## config.mk

```make
export PLATFORM = sky130hd
export DESIGN_NAME = tmr_count_core
export DESIGN_NICKNAME = d
export VERILOG_FILES = /design/src/rtl/tmr_count_pkg.sv /design/src/rtl/tmr_src_sel.sv /design/src/rtl/tmr_count_ctrl.sv /design/src/rtl/tmr_count_dp.sv /design/src/rtl/tmr_count_core.sv
export SDC_FILE = /design/constraint.sdc
export NUM_CORES = 1
export LEC_CHECK = 0
export CORE_MARGIN = 5
export CORE_UTILIZATION = 43
export DETAILED_ROUTE_END_ITERATION = 8
export PLACE_DENSITY = 0.8
export SLEW_MARGIN = 20
export SYNTH_ARGS = -nofsm -noshare
export SYNTH_HDL_FRONTEND = slang
export SYNTH_SLANG_ARGS = --single-unit
```

## constraint.sdc

```tcl
create_clock -name clk -period 1.8 [get_ports clk]
set_clock_uncertainty 0.15 [all_clocks]
set_input_delay 0.27 -clock clk [delete_from_list [all_inputs] [get_ports clk]]
set_output_delay 0.27 -clock clk [all_outputs]
set_load 0.05 [all_outputs]
```

## src/rtl/tmr_count_pkg.sv

```systemverilog
package tmr_count_pkg;
  // strobes issued by the control to the counter datapath
  typedef struct packed {
    logic countEn;   // advance (or clear) on this cycle
    logic clearCnt;  // load zero instead of incrementing
  } cnt_strobe_t;
endpackage

```

## src/rtl/tmr_src_sel.sv

```systemverilog
module tmr_src_sel #(
  parameter int N_DIV       = 5,
  parameter int N_EXT       = 3,
  parameter int SYNC_STAGES = 2,
  parameter int SEL_W       = $clog2(N_DIV + N_EXT),
  parameter int BURST_W     = $clog2(N_EXT + 1)
) (
  input  logic               clk,
  input  logic               rstN,
  input  logic [N_DIV-1:0]   divEn,
  input  logic [N_EXT-1:0]   extIn,
  input  logic [SEL_W-1:0]   srcSel,
  input  logic               clkInvert,
  input  logic [BURST_W-1:0] burstSel,
  output logic               tick
);
  localparam int N_SRC = N_DIV + N_EXT;
  localparam logic [SEL_W:0] N_SRC_W = (SEL_W + 1)'(N_SRC);

  logic [N_EXT-1:0] extSync;
  logic [N_SRC-1:0] srcVec;
  logic             selLvl;
  logic             burstOk;
  logic             gatedLvl;
  logic             gatedQ;
  logic [BURST_W-1:0] burstIdx;

  // two-or-more flop synchronizer per external line
  for (genvar g = 0; g < N_EXT; g++) begin : gSync
    logic [SYNC_STAGES-1:0] stg;
    always_ff @(posedge clk or negedge rstN) begin
      if (!rstN) stg <= '0;
      else       stg <= {stg[SYNC_STAGES-2:0], extIn[g]};
    end
    assign extSync[g] = stg[SYNC_STAGES-1];
  end

  assign srcVec   = {extSync, divEn};
  assign burstIdx = burstSel - BURST_W'(1);

  always_comb begin
    selLvl = 1'b0;
    if ({1'b0, srcSel} < N_SRC_W) selLvl = srcVec[srcSel];
  end

  always_comb begin
    burstOk = 1'b1;
    if (burstSel != '0) burstOk = extSync[burstIdx];
  end

  assign gatedLvl = (selLvl ^ clkInvert) & burstOk;

  always_ff @(posedge clk or negedge rstN) begin
    if (!rstN) gatedQ <= 1'b0;
    else       gatedQ <= gatedLvl;
  end

  assign tick = gatedLvl & ~gatedQ;

  // the edge detector cannot fire on two consecutive cycles
  a_r2_single_tick: assert property (@(posedge clk) disable iff (!rstN)
    tick |=> !tick);
endmodule

```

## src/rtl/tmr_count_ctrl.sv

```systemverilog
module tmr_count_ctrl
  import tmr_count_pkg::*;
(
  input  logic        clk,
  input  logic        rstN,
  input  logic        tick,
  input  logic        cmdEnable,
  input  logic        cmdDisable,
  input  logic        trigIn,
  input  logic        stopEvt,
  input  logic        disEvt,
  output cnt_strobe_t strobe,
  output logic        clkEnSts
);
  logic enLatch, enNext;
  logic runLatch, runNext;
  logic clrPend;
  logic trigOk, stopOk;
  logic killEn;

  assign killEn = cmdDisable | disEvt;
  assign enNext = (enLatch | cmdEnable) & ~killEn;
  assign trigOk = trigIn & enNext;
  assign stopOk = stopEvt & enNext & ~trigOk;

  always_comb begin
    runNext = runLatch;
    if (trigOk)      runNext = 1'b1;
    else if (stopOk) runNext = 1'b0;
  end

  assign strobe.countEn  = tick & enLatch & runLatch;
  assign strobe.clearCnt = strobe.countEn & (clrPend | trigOk);

  always_ff @(posedge clk or negedge rstN) begin
    if (!rstN) begin
      enLatch  <= 1'b0;
      runLatch <= 1'b0;
      clrPend  <= 1'b0;
    end else begin
      enLatch  <= enNext;
      runLatch <= runNext;
      if (strobe.countEn) clrPend <= 1'b0;
      else if (trigOk)    clrPend <= 1'b1;
    end
  end

  assign clkEnSts = enLatch;

  // a disable command always leaves the latch clear
  a_r5_dis_wins: assert property (@(posedge clk) disable iff (!rstN)
    cmdDisable |=> !clkEnSts);
  // a disable event behaves like the command
  a_r11_evt_dis: assert property (@(posedge clk) disable iff (!rstN)
    disEvt |=> !clkEnSts);
  // start latch frozen while disabled
  a_r6_run_frozen: assert property (@(posedge clk) disable iff (!rstN)
    (!enLatch && !cmdEnable) |=> $stable(runLatch));
  // accepted trigger starts the clock
  a_r7_trig_starts: assert property (@(posedge clk) disable iff (!rstN)
    (trigIn && enLatch && !killEn) |=> runLatch);
  // stop without trigger halts while enabled
  a_r8_stop_halts: assert property (@(posedge clk) disable iff (!rstN)
    (stopEvt && !trigIn && enLatch && !killEn) |=> !runLatch);
endmodule

```

## src/rtl/tmr_count_dp.sv

```systemverilog
module tmr_count_dp
  import tmr_count_pkg::*;
#(
  parameter int CNT_W = 16
) (
  input  logic             clk,
  input  logic             rstN,
  input  cnt_strobe_t      strobe,
  output logic [CNT_W-1:0] cntVal,
  output logic             ovfPulse
);
  localparam logic [CNT_W-1:0] CNT_MAX = '1;

  logic [CNT_W-1:0] cnt;

  always_ff @(posedge clk or negedge rstN) begin
    if (!rstN) begin
      cnt      <= '0;
      ovfPulse <= 1'b0;
    end else begin
      ovfPulse <= strobe.countEn & ~strobe.clearCnt & (cnt == CNT_MAX);
      if (strobe.clearCnt)     cnt <= '0;
      else if (strobe.countEn) cnt <= cnt + CNT_W'(1);
    end
  end

  assign cntVal = cnt;

  // no strobe, no movement
  a_r12_hold: assert property (@(posedge clk) disable iff (!rstN)
    !strobe.countEn |=> $stable(cnt));
  // the wrap pulse always accompanies a zero count
  a_r9_ovf_zero: assert property (@(posedge clk) disable iff (!rstN)
    ovfPulse |-> (cnt == '0));
endmodule

```

## src/rtl/tmr_count_core.sv

```systemverilog
module tmr_count_core
  import tmr_count_pkg::*;
#(
  parameter int CNT_W       = 16,
  parameter int N_DIV       = 5,
  parameter int N_EXT       = 3,
  parameter int SYNC_STAGES = 2,
  parameter int SEL_W       = $clog2(N_DIV + N_EXT),
  parameter int BURST_W     = $clog2(N_EXT + 1)
) (
  input  logic               clk,
  input  logic               rstN,
  input  logic [N_DIV-1:0]   divEn,
  input  logic [N_EXT-1:0]   extIn,
  input  logic [SEL_W-1:0]   srcSel,
  input  logic               clkInvert,
  input  logic [BURST_W-1:0] burstSel,
  input  logic               cmdEnable,
  input  logic               cmdDisable,
  input  logic               trigIn,
  input  logic               stopEvt,
  input  logic               disEvt,
  output logic [CNT_W-1:0]   cntVal,
  output logic               clkEnSts,
  output logic               ovfPulse
);
  logic        tick;
  cnt_strobe_t strobe;

  tmr_src_sel #(
    .N_DIV(N_DIV), .N_EXT(N_EXT), .SYNC_STAGES(SYNC_STAGES),
    .SEL_W(SEL_W), .BURST_W(BURST_W)
  ) uSrc (
    .clk(clk), .rstN(rstN), .divEn(divEn), .extIn(extIn),
    .srcSel(srcSel), .clkInvert(clkInvert), .burstSel(burstSel),
    .tick(tick)
  );

  tmr_count_ctrl uCtrl (
    .clk(clk), .rstN(rstN), .tick(tick),
    .cmdEnable(cmdEnable), .cmdDisable(cmdDisable), .trigIn(trigIn),
    .stopEvt(stopEvt), .disEvt(disEvt),
    .strobe(strobe), .clkEnSts(clkEnSts)
  );

  tmr_count_dp #(.CNT_W(CNT_W)) uDp (
    .clk(clk), .rstN(rstN), .strobe(strobe),
    .cntVal(cntVal), .ovfPulse(ovfPulse)
  );
endmodule

```

Word level (Yosys, flattened, before mapping)
Index checks and enable logic that the tools add are counted.
W data, S select, Z words.
{"block": "totals", "register_bits": 27, "inputBits": 21, "output_inout_bits": 18, "word_cells": 48}
{"block": "classes", "add_sub_neg": 2, "magnitude_cmp": 2, "eq_ne": 1, "n_mux": 11, "bitwise": 19, "reduce_logical": 4}
{"cell": "$mux W16", "n": 2}
{"cell": "$add A16 B1 Y16 const B", "n": 1}
{"cell": "$eq A16 B16 Y1 const B", "n": 1}
{"cell": "$and A1 B1 Y1", "n": 11}
{"cell": "$reduce_bool A2 Y1", "n": 4}
{"cell": "$mux W1", "n": 7}
{"cell": "$lt A3 B4 Y1 const B", "n": 1}
{"cell": "$not A1 Y1", "n": 4}
{"cell": "$bmux W1 S3", "n": 1}
{"cell": "$lt A2 B3 Y1 const B", "n": 1}
{"cell": "$or A1 B1 Y1", "n": 3}
{"cell": "$bmux W1 S2", "n": 1}
{"cell": "$sub A2 B1 Y2 const B", "n": 1}
{"cell": "$xor A1 B1 Y1", "n": 1}

Longest topological paths before layout
Gate-level depths: netlist of the first run.
{"block": "depth", "ltp_word": 12, "depth_mapped": 9, "depth_no_buf": 7}

Cells and area by module
A second synthesis of the first run with hierarchy kept.
{"block": "hier_totals", "cells_unflattened": 121, "hier_area_um2": 1325.0}
{"mod": "tmr_count_dp", "instances": 1, "cells_each": 88, "area_each_um2": 889.6, "seq_area_each_um2": 425.4}
{"mod": "tmr_src_sel", "instances": 1, "cells_each": 20, "area_each_um2": 299.0, "seq_area_each_um2": 175.2}
{"mod": "tmr_count_ctrl", "instances": 1, "cells_each": 13, "area_each_um2": 136.4, "seq_area_each_um2": 75.1}

Worst setup path after synthesis of the first run
OpenSTA, ideal clock, no wires.
{"block": "synth_path", "path_type": "register -> register", "from": "register uDp.cnt[5], in the netlist uDp.cntVal[5]", "to": "register uDp.cnt[9], in the netlist uDp.cntVal[9]", "setup_time_ps": 147, "arrival_ps": 2071, "t_required_ps": 1503, "path_slack_ps": -567, "stages_incl_launch_ff": 6, "n_path_buf": 0, "period_less_slack_ps": 2367, "cell_sequence": "dfrtp_1 -> nand4_1 -> or4b_2 -> nor2b_1 -> o31ai_1 -> o31ai_1"}
{"block": "synth_between", "elab_chain_len": 3}
{"element": "start, declared", "line_no": "tmr_count_dp.sv:14", "source": "logic [CNT_W-1:0] cnt;"}
{"element": "start signal, assigned", "line_no": "tmr_count_dp.sv:23", "source": "else if (strobe.countEn) cnt <= cnt + CNT_W'(1);"}
{"element": "$add A16 B1 Y16", "line_no": "tmr_count_dp.sv:23"}
{"element": "$mux W16", "line_no": "tmr_count_dp.sv:23"}
{"element": "$mux W16", "line_no": "tmr_count_dp.sv:22", "source": "if (strobe.clearCnt) cnt <= '0;"}
No other way between the ends. The select of a mux whose other input is x is not followed.
A chain may end at the register's enable or synchronous reset.

Worst setup path after layout of the first run
{"block": "layout_path", "from": "input port divEn[3]", "to": "register uDp.cnt[10], in the netlist uDp.cntVal[10]"}
{"block": "layout_between", "elab_chain_len": 9, "elab_cells_between_ends": 10, "cone_classes": "3 x mux; 6 x bitwise; 1 x reduce/logical"}
{"element": "start, declared", "line_no": "tmr_count_core.sv:13", "source": "input logic [N_DIV-1:0] divEn,"}
{"element": "$bmux W1 S3 (*)", "line_no": "tmr_src_sel.sv:43", "source": "if ({1'b0, srcSel} < N_SRC_W) selLvl = srcVec[srcSel];"}
{"element": "$mux W1 (implied by the code) (*)", "line_no": "tmr_src_sel.sv:43"}
{"element": "$xor A1 B1 Y1 (*)", "line_no": "tmr_src_sel.sv:51", "source": "assign gatedLvl = (selLvl ^ clkInvert) & burstOk;"}
{"element": "$and A1 B1 Y1 (*)", "line_no": "tmr_src_sel.sv:51"}
{"element": "$and A1 B1 Y1 (*)", "line_no": "tmr_src_sel.sv:58", "source": "assign tick = gatedLvl & ~gatedQ;"}
{"element": "$and A1 B1 Y1 (*) (2 in series)", "line_no": "tmr_count_ctrl.sv:32", "source": "assign strobe.countEn = tick & enLatch & runLatch;"}
{"element": "$and A1 B1 Y1", "line_no": "tmr_count_ctrl.sv:33", "source": "assign strobe.clearCnt = strobe.countEn & (clrPend | trigOk);"}
{"element": "$mux W16 / $reduce_bool A2 Y1 (equally long branches)"}
Every way passes the cells marked *; elsewhere a longest branch is shown, timed or not. The select of a mux whose other input is x is not followed.

==> results of run 1 <==
through the flow:
step                setup WS, ns  instance area, µm²  utilization, %  total power, mW  setup TNS (ns)
floorplan                -0.2829                1526               -           0.9264          -3.029
global placement         -0.7080                2069           66.69            1.105          -12.55
detailed placement       -0.8446                2069           66.69            1.124          -14.08
CTS                      -0.2249                2406           77.54            1.454          -3.293
global route             -0.5292                2608           84.03            1.654          -6.106
finish                   -0.5222                2608           84.03            1.595          -5.528
registers in the layout, summed over array words and instances (netlist names):
| register | flops |
|---|---|
| uSrc.gSync.stg | 6 |
| uCtrl.runLatch | 1 |
| uDp.cntVal | 16 |
| uDp.ovfPulse | 1 |
| uCtrl.clkEnSts | 1 |
| uCtrl.clrPend | 1 |
| uSrc.gatedQ | 1 |
what timing repair did:
action                     4_1_cts  5_1_grt
buffers inserted                 3        5
pin swaps                       21       12
hold buffers                     0        0
resized for setup               52       16
setup endpoints to repair       19       19
gates cloned                     1        3
Yosys cell counts, types with 2 or more instances:
library cell	n	area, µm²
buf_2	2	10.01
o41ai_1	2	17.52
buf_6	3	33.78
dfrtp_1	27	675.7
nor3_1	3	15.01
and3_1	2	12.51
nand4_1	3	18.77
nor4_1	2	12.51
inv_1	8	30.03
mux2i_1	4	40.04
a31oi_1	4	25.02
o31ai_1	23	172.7
nand3_1	7	35.03
nand2_1	9	33.78
nor2b_1	3	18.77
o21ai_1	5	25.02
nor2_1	10	37.54
a21oi_1	2	10.01
ha_1	2	25.02
path summary, 6_finish.rpt:
| check | end | slack, ns | cells past startpoint |
|---|---|---|---|
| worst max-delay path | uDp.cntVal[10] | -0.52 | 7 |
| worst max register to register | uDp.cntVal[10] | -0.49 | 6 |
| min in group clk | uSrc.gSync[0].stg[0] | 0.20 | 1 |
| max in group asynchronous | uDp.cntVal[2] | 1.10 | 2 |
| worst min register to register | uSrc.gSync[0].stg[1] | 0.23 | 0 |
| worst min-delay path | uDp.cntVal[15] | 0.13 | 2 |
critical path, stage by stage:
cell             delay [ns]
clkdlybuf4s50_1        0.49
mux2i_1                0.10
mux4_2                 0.58
xor2_4                 0.23
buf_12                 0.18
o31ai_1                0.35
o31ai_1                0.17
cell usage in the layout (no fill, tap or decap), types with 2 or more instances in the layout:
cell             Yosys  routed
buf_4                1      44
o31ai_4              0      17
clkdlybuf4s50_1      0      17
dfrtp_1             27      15
dfrtp_2              0      12
nor2_1              10      10
nand2_1              9       9
nand3_1              7       7
inv_1                8       6
mux2i_1              4       4
a31oi_1              4       4
o31ai_2              0       4
o21ai_2              0       4
inv_2                1       3
nand4_1              3       3
clkbuf_4             0       3
buf_6                3       3
buf_12               0       3
o41ai_4              0       2
nor4_4               0       2
nor3_2               0       2
or3_4                0       2
o31ai_1             23       2
nor2b_1              3       2
a21oi_1              2       2
ha_4                 0       2
clkbuf_16            0       2
routing by layer:
metal	up-vias	part of all wire [%]	GRT usage, %
li1	679	-	-
met1	789	36	26.26
met2	119	50	40.10
met3	39	8.2	5.158
met4	0	6.2	14.43
met5	-	0	0
cell families after synthesis:
group | count (synthesis) | share of synthesized area (%)
and+or+nand+nor | 44 | 15.48
DFF | 27 | 47.49
xor gates and xnor gates | 2 | 2.287
AOI/OAI and AO/OA | 42 | 21.55
buffers and inverters | 16 | 6.244
muxes | 6 | 5.189
adders and majority gates | 2 | 1.759
layout make-up:
cell class              instances  area [µm²]  share of cell area, %
inverters                       9       33.78                  1.296
well taps                      44       55.05                  2.111
flip-flops and latches         27       690.7                  26.49
multi-input cells              98        1117                  42.85
repair buffers                 73       683.2                  26.20
clock buffers                   3       22.52                 0.8637
clock inverters                 1       5.005                 0.1919
power breakdown:
part	total, mW	switching [mW]	internal (mW)	leakage [nW]
Combinational	0.626	0.372	0.255	0.736
Sequential	0.687	0.0414	0.646	0.333
Clock	0.282	0.198	0.0838	0.0177
Total	1.60	0.611	0.984	1.09
==> flow_summary.ini, run 1 <==
[outcome]
status = finished with violations
violations = design-rule violations, negative setup slack

[pwr]
ir_worst_vdd_uv = 511.8
p_leak_nw = 1.087
power_density_mw_per_mm2 = 611.8

[timing]
drv_slew = 0
max_freq_mhz = 430.6
setup_viol = 19
layout_setup_ws_ns = -0.5222
timing.hold.ws_ns = 0.1270
worstMarginPinSlew_ns = 0.4442
rsz0062_at_grt = yes
finalHoldViolCount = 0
period_share_pct = 129.0
slew_headroom_pct = 70.39
layout_min_cycle_time_ns = 2.322

[die]
die_w_um = 67.52
floorplan.initialDensity_pct = 45.85
rows = 20
die_area_mm2 = 0.004559
die_y_um = 67.52
io_pins = 39
core_mm2 = 0.003103

[synth]
async_reset_ff_share_pct = 100.0
synth_flop_cell = dfrtp_1
yosysWarnings = 0
ys_seq_area_share_pct = 47.49
netlist_area_mm2 = 0.001423
syn-num-nets = 162
synth.distinct_cells = 37
syn_inst = 139
synth-seq-cells = 27
avgSynthCellArea_um2 = 10.23
synth_edf_count = 0

[clock_tree]
cts.sinks = 27
h-tree-depth = 1
cts_buffers = 3
tritoncts = done
clk_pin_slew_ns = 0.15
clock_latency_ns = 0.34
clockBufferDepth = 2
cts-root-buf = clkbuf_4

[place]
placedCellCount = 240
numPortBuffers = 38
gp_congestion = 0.8517
hpwl_mm = 2.869

[drt]
dr.first_iter.drc_count = 246
drc_errors = 2
viasPerCell = 6.376
antenna_left = 0
vias = 1626
routed_wl_mm = 6.042
wl_per_cell_um = 23.69
drtPass1Iterations = 6

[critical_path]
cp-start-kind = primary input
worstSetupStartpoint = divEn[3]
crit_type = in -> reg
required_ns = 1.86
cp.arrival_ns = 2.39
rr_startpoint = uSrc.gSync[1].stg[1]
cp-end-kind = flop
path_max_fanout = 5

[grt]
antenna_found_initial = 0
grtUsageTotal_pct = 23.43
overflow = 0
grt_max_degree = 28
grt_pass1_vias = 1583
grt_pass1_wl_mm = 7.838

[final_layout]
syn2layout_area_growth_pct = 83.29
drive_above_1_share_pct = 56.87
fill_cells = 169
diodes = 0
stdcell_count = 255
nets = 235

[worst_hold_path]
hp-class = in -> async

[job]
drv_cap = 0
No activity file was read; power rests on OpenSTA's default activity.
==> run 2, diff against run 1 <==
- CORE_UTILIZATION: 43 -> 47
- GPL_ROUTABILITY_DRIVEN: default -> 0
- PLACE_DENSITY: 0.8 -> 0.82
- clock period: 1.8 -> 2.62 ns (I/O delays scaled with it)
==> run 2 against run 1 <==
Net effect:
- the flow now finishes without violations
- final cell count down 15%
- setup slack better by 0.62 ns
- first-iteration DRC count down 59%
- sequential power down 32%
- register-to-register slack better by 0.89 ns
- die area down 7.3%
- final area down 26%
- wire length down 43%
- sequential share of layout area up 8.6 points
- total power down 44%
- core utilization down 19 points
- largest cell class is now flip-flops and latches
- highest routed layer unchanged
==> flow_summary.ini, run 2 (synthesis gave the netlist of run 1 again) <==
[drt]
top_layer_used = met4
routed_wl_mm = 3.446
drtPass1Iterations = 4
antenna_left = 0
wl_per_cell_um = 15.88
dr_wl_met3_um = 141
vias = 1299
dr.first_iter.drc_count = 100
wl_met2_mm = 1.878
viasPerCell = 5.986
drc_errors = 0
wl_met1_mm = 1.368

[clock_tree]
clock_latency_ns = 0.32
post_cts_buffers = 0
clk_pin_slew_ns = 0.14
tritoncts = done
h-tree-depth = 1
cts.sinks = 27
cts-root-buf = clkbuf_4
clockBufferDepth = 2
cts_buffers = 3

[die]
die_y_um = 65.02
rows = 20
core_mm2 = 0.002978
floorplan.initialDensity_pct = 47.77
io_pins = 39
die_area_mm2 = 0.004227
die_w_um = 65.02

[final_layout]
drive_above_1_share_pct = 11.96
largest_reg_flops = 16
nets = 208
final_cell_mix = clkdlybuf4s50_1, dfrtp_1, o31ai_1
final_area_mm2 = 0.001928
syn2layout_area_growth_pct = 35.53
layout_commonest_cell = clkdlybuf4s50_1
fill_cells = 240
stdcell_count = 217
diodes = 0

[place]
hpwl_mm = 2.623
numPortBuffers = 38
dp_slack_ns = -0.2083
dpl_cell_area_mm2 = 0.001889
placedCellCount = 213

[pwr]
p_leak_nw = 0.7839
power_density_mw_per_mm2 = 464.0
ir_worst_vdd_uv = 234.2
power_mw = 0.8947

[grt]
grt_max_degree = 28
overflow = 0
grt_pass1_wl_mm = 5.968
antenna_found_initial = 0
grt_pass1_vias = 1298
grtUsageTotal_pct = 18.16

[critical_path]
crit_path_frequent_cell = o31ai_1
crit_chain = clkdlybuf4s50_1 > inv_1 > ha_1 > mux2_1 > a221oi_2 > or3_1 > buf_12 > o31ai_1 > o31ai_1
max_stage_delay_ns = 0.48
cp.arrival_ns = 2.58
cp.buffers_inverters = 3
cp-end-kind = flop
cpLargestDelayFamily = buffers and inverters
critPathSlowestCell = clkdlybuf4s50_1
cp-start-kind = primary input
required_ns = 2.67
crit_type = in -> reg
path_max_fanout = 18

[outcome]
status = complete, no violations

[worst_hold_path]
hp-class = reg -> reg

[timing]
rsz0062_at_grt = no
worstMarginPinSlew_ns = 0.5577
max_freq_mhz = 396.3
setup_viol = 0
layout_min_cycle_time_ns = 2.523
drv_slew = 0
period_share_pct = 96.30
layout_setup_ws_ns = 0.09689
timing.hold.ws_ns = 0.2212
finalHoldViolCount = 0
slew_headroom_pct = 62.48

[job]
drv_cap = 0
run 2: cell count changes in the layout (fill, tap and decap cells not counted), sizes merged:
cell,before,now
or3,3,1
clkdlybuf4s15,1,0
clkinv,1,0
buf,51,10
clkdlybuf4s50,17,38
clkbuf,6,4
dlygate4sd2,1,0
run 2: worst paths after layout:
check / slack (ns) / cells after the start / to / startpoint
max reg2reg: 0.40 / 5 / uDp.cntVal[13] / uDp.cntVal[5]
min: 0.22 / 0 / uSrc.gSync[0].stg[1] / uSrc.gSync[0].stg[0]
max: 0.1 / 9 / uDp.cntVal[13] / burstSel[0]
min reg2reg: 0.22 / 0 / uSrc.gSync[0].stg[1] / uSrc.gSync[0].stg[0]
max in group asynchronous: 1.80 / 2 / uSrc.gatedQ / rstN
min in group asynchronous: 0.27 / 2 / uDp.cntVal[11] / rstN
run 2: report_power, final:
| part | internal (mW) | switching [mW] |
|---|---|---|
| Sequential | 0.441 | 0.0260 |
| Combinational | 0.108 | 0.142 |
| Clock | 0.0596 | 0.117 |
run 2: layer usage:
metal	vias to the layer above	track usage (%)
met1	628	21.84
met5	-	0
li1	619	-
met3	8	2.946
met4	0	7.513
met2	44	32.06
run 2: final cells by class:
type | count | area, µm² | area share, %
flip-flops and latches | 27 | 675.6 | 35.04
multi-input cells | 96 | 670.6 | 34.78
repair buffers | 48 | 480.5 | 24.92
well taps | 33 | 41.29 | 2.141
inverters | 9 | 33.78 | 1.752
clock buffers | 4 | 26.28 | 1.363
run 2: timing repair:
item | in CTS | in global routing
setup endpoints to repair | 0 | 1
resized for setup | 0 | 2
hold buffers | 0 | 0
run 2: per-stage QoR:
stage                     TNS (ns)  util [%]
after floorplan                  0         -
after global placement      -1.247     63.45
after detailed placement    -2.233     63.45
after CTS                        0     64.33
after global routing             0     64.75
final                            0     64.75
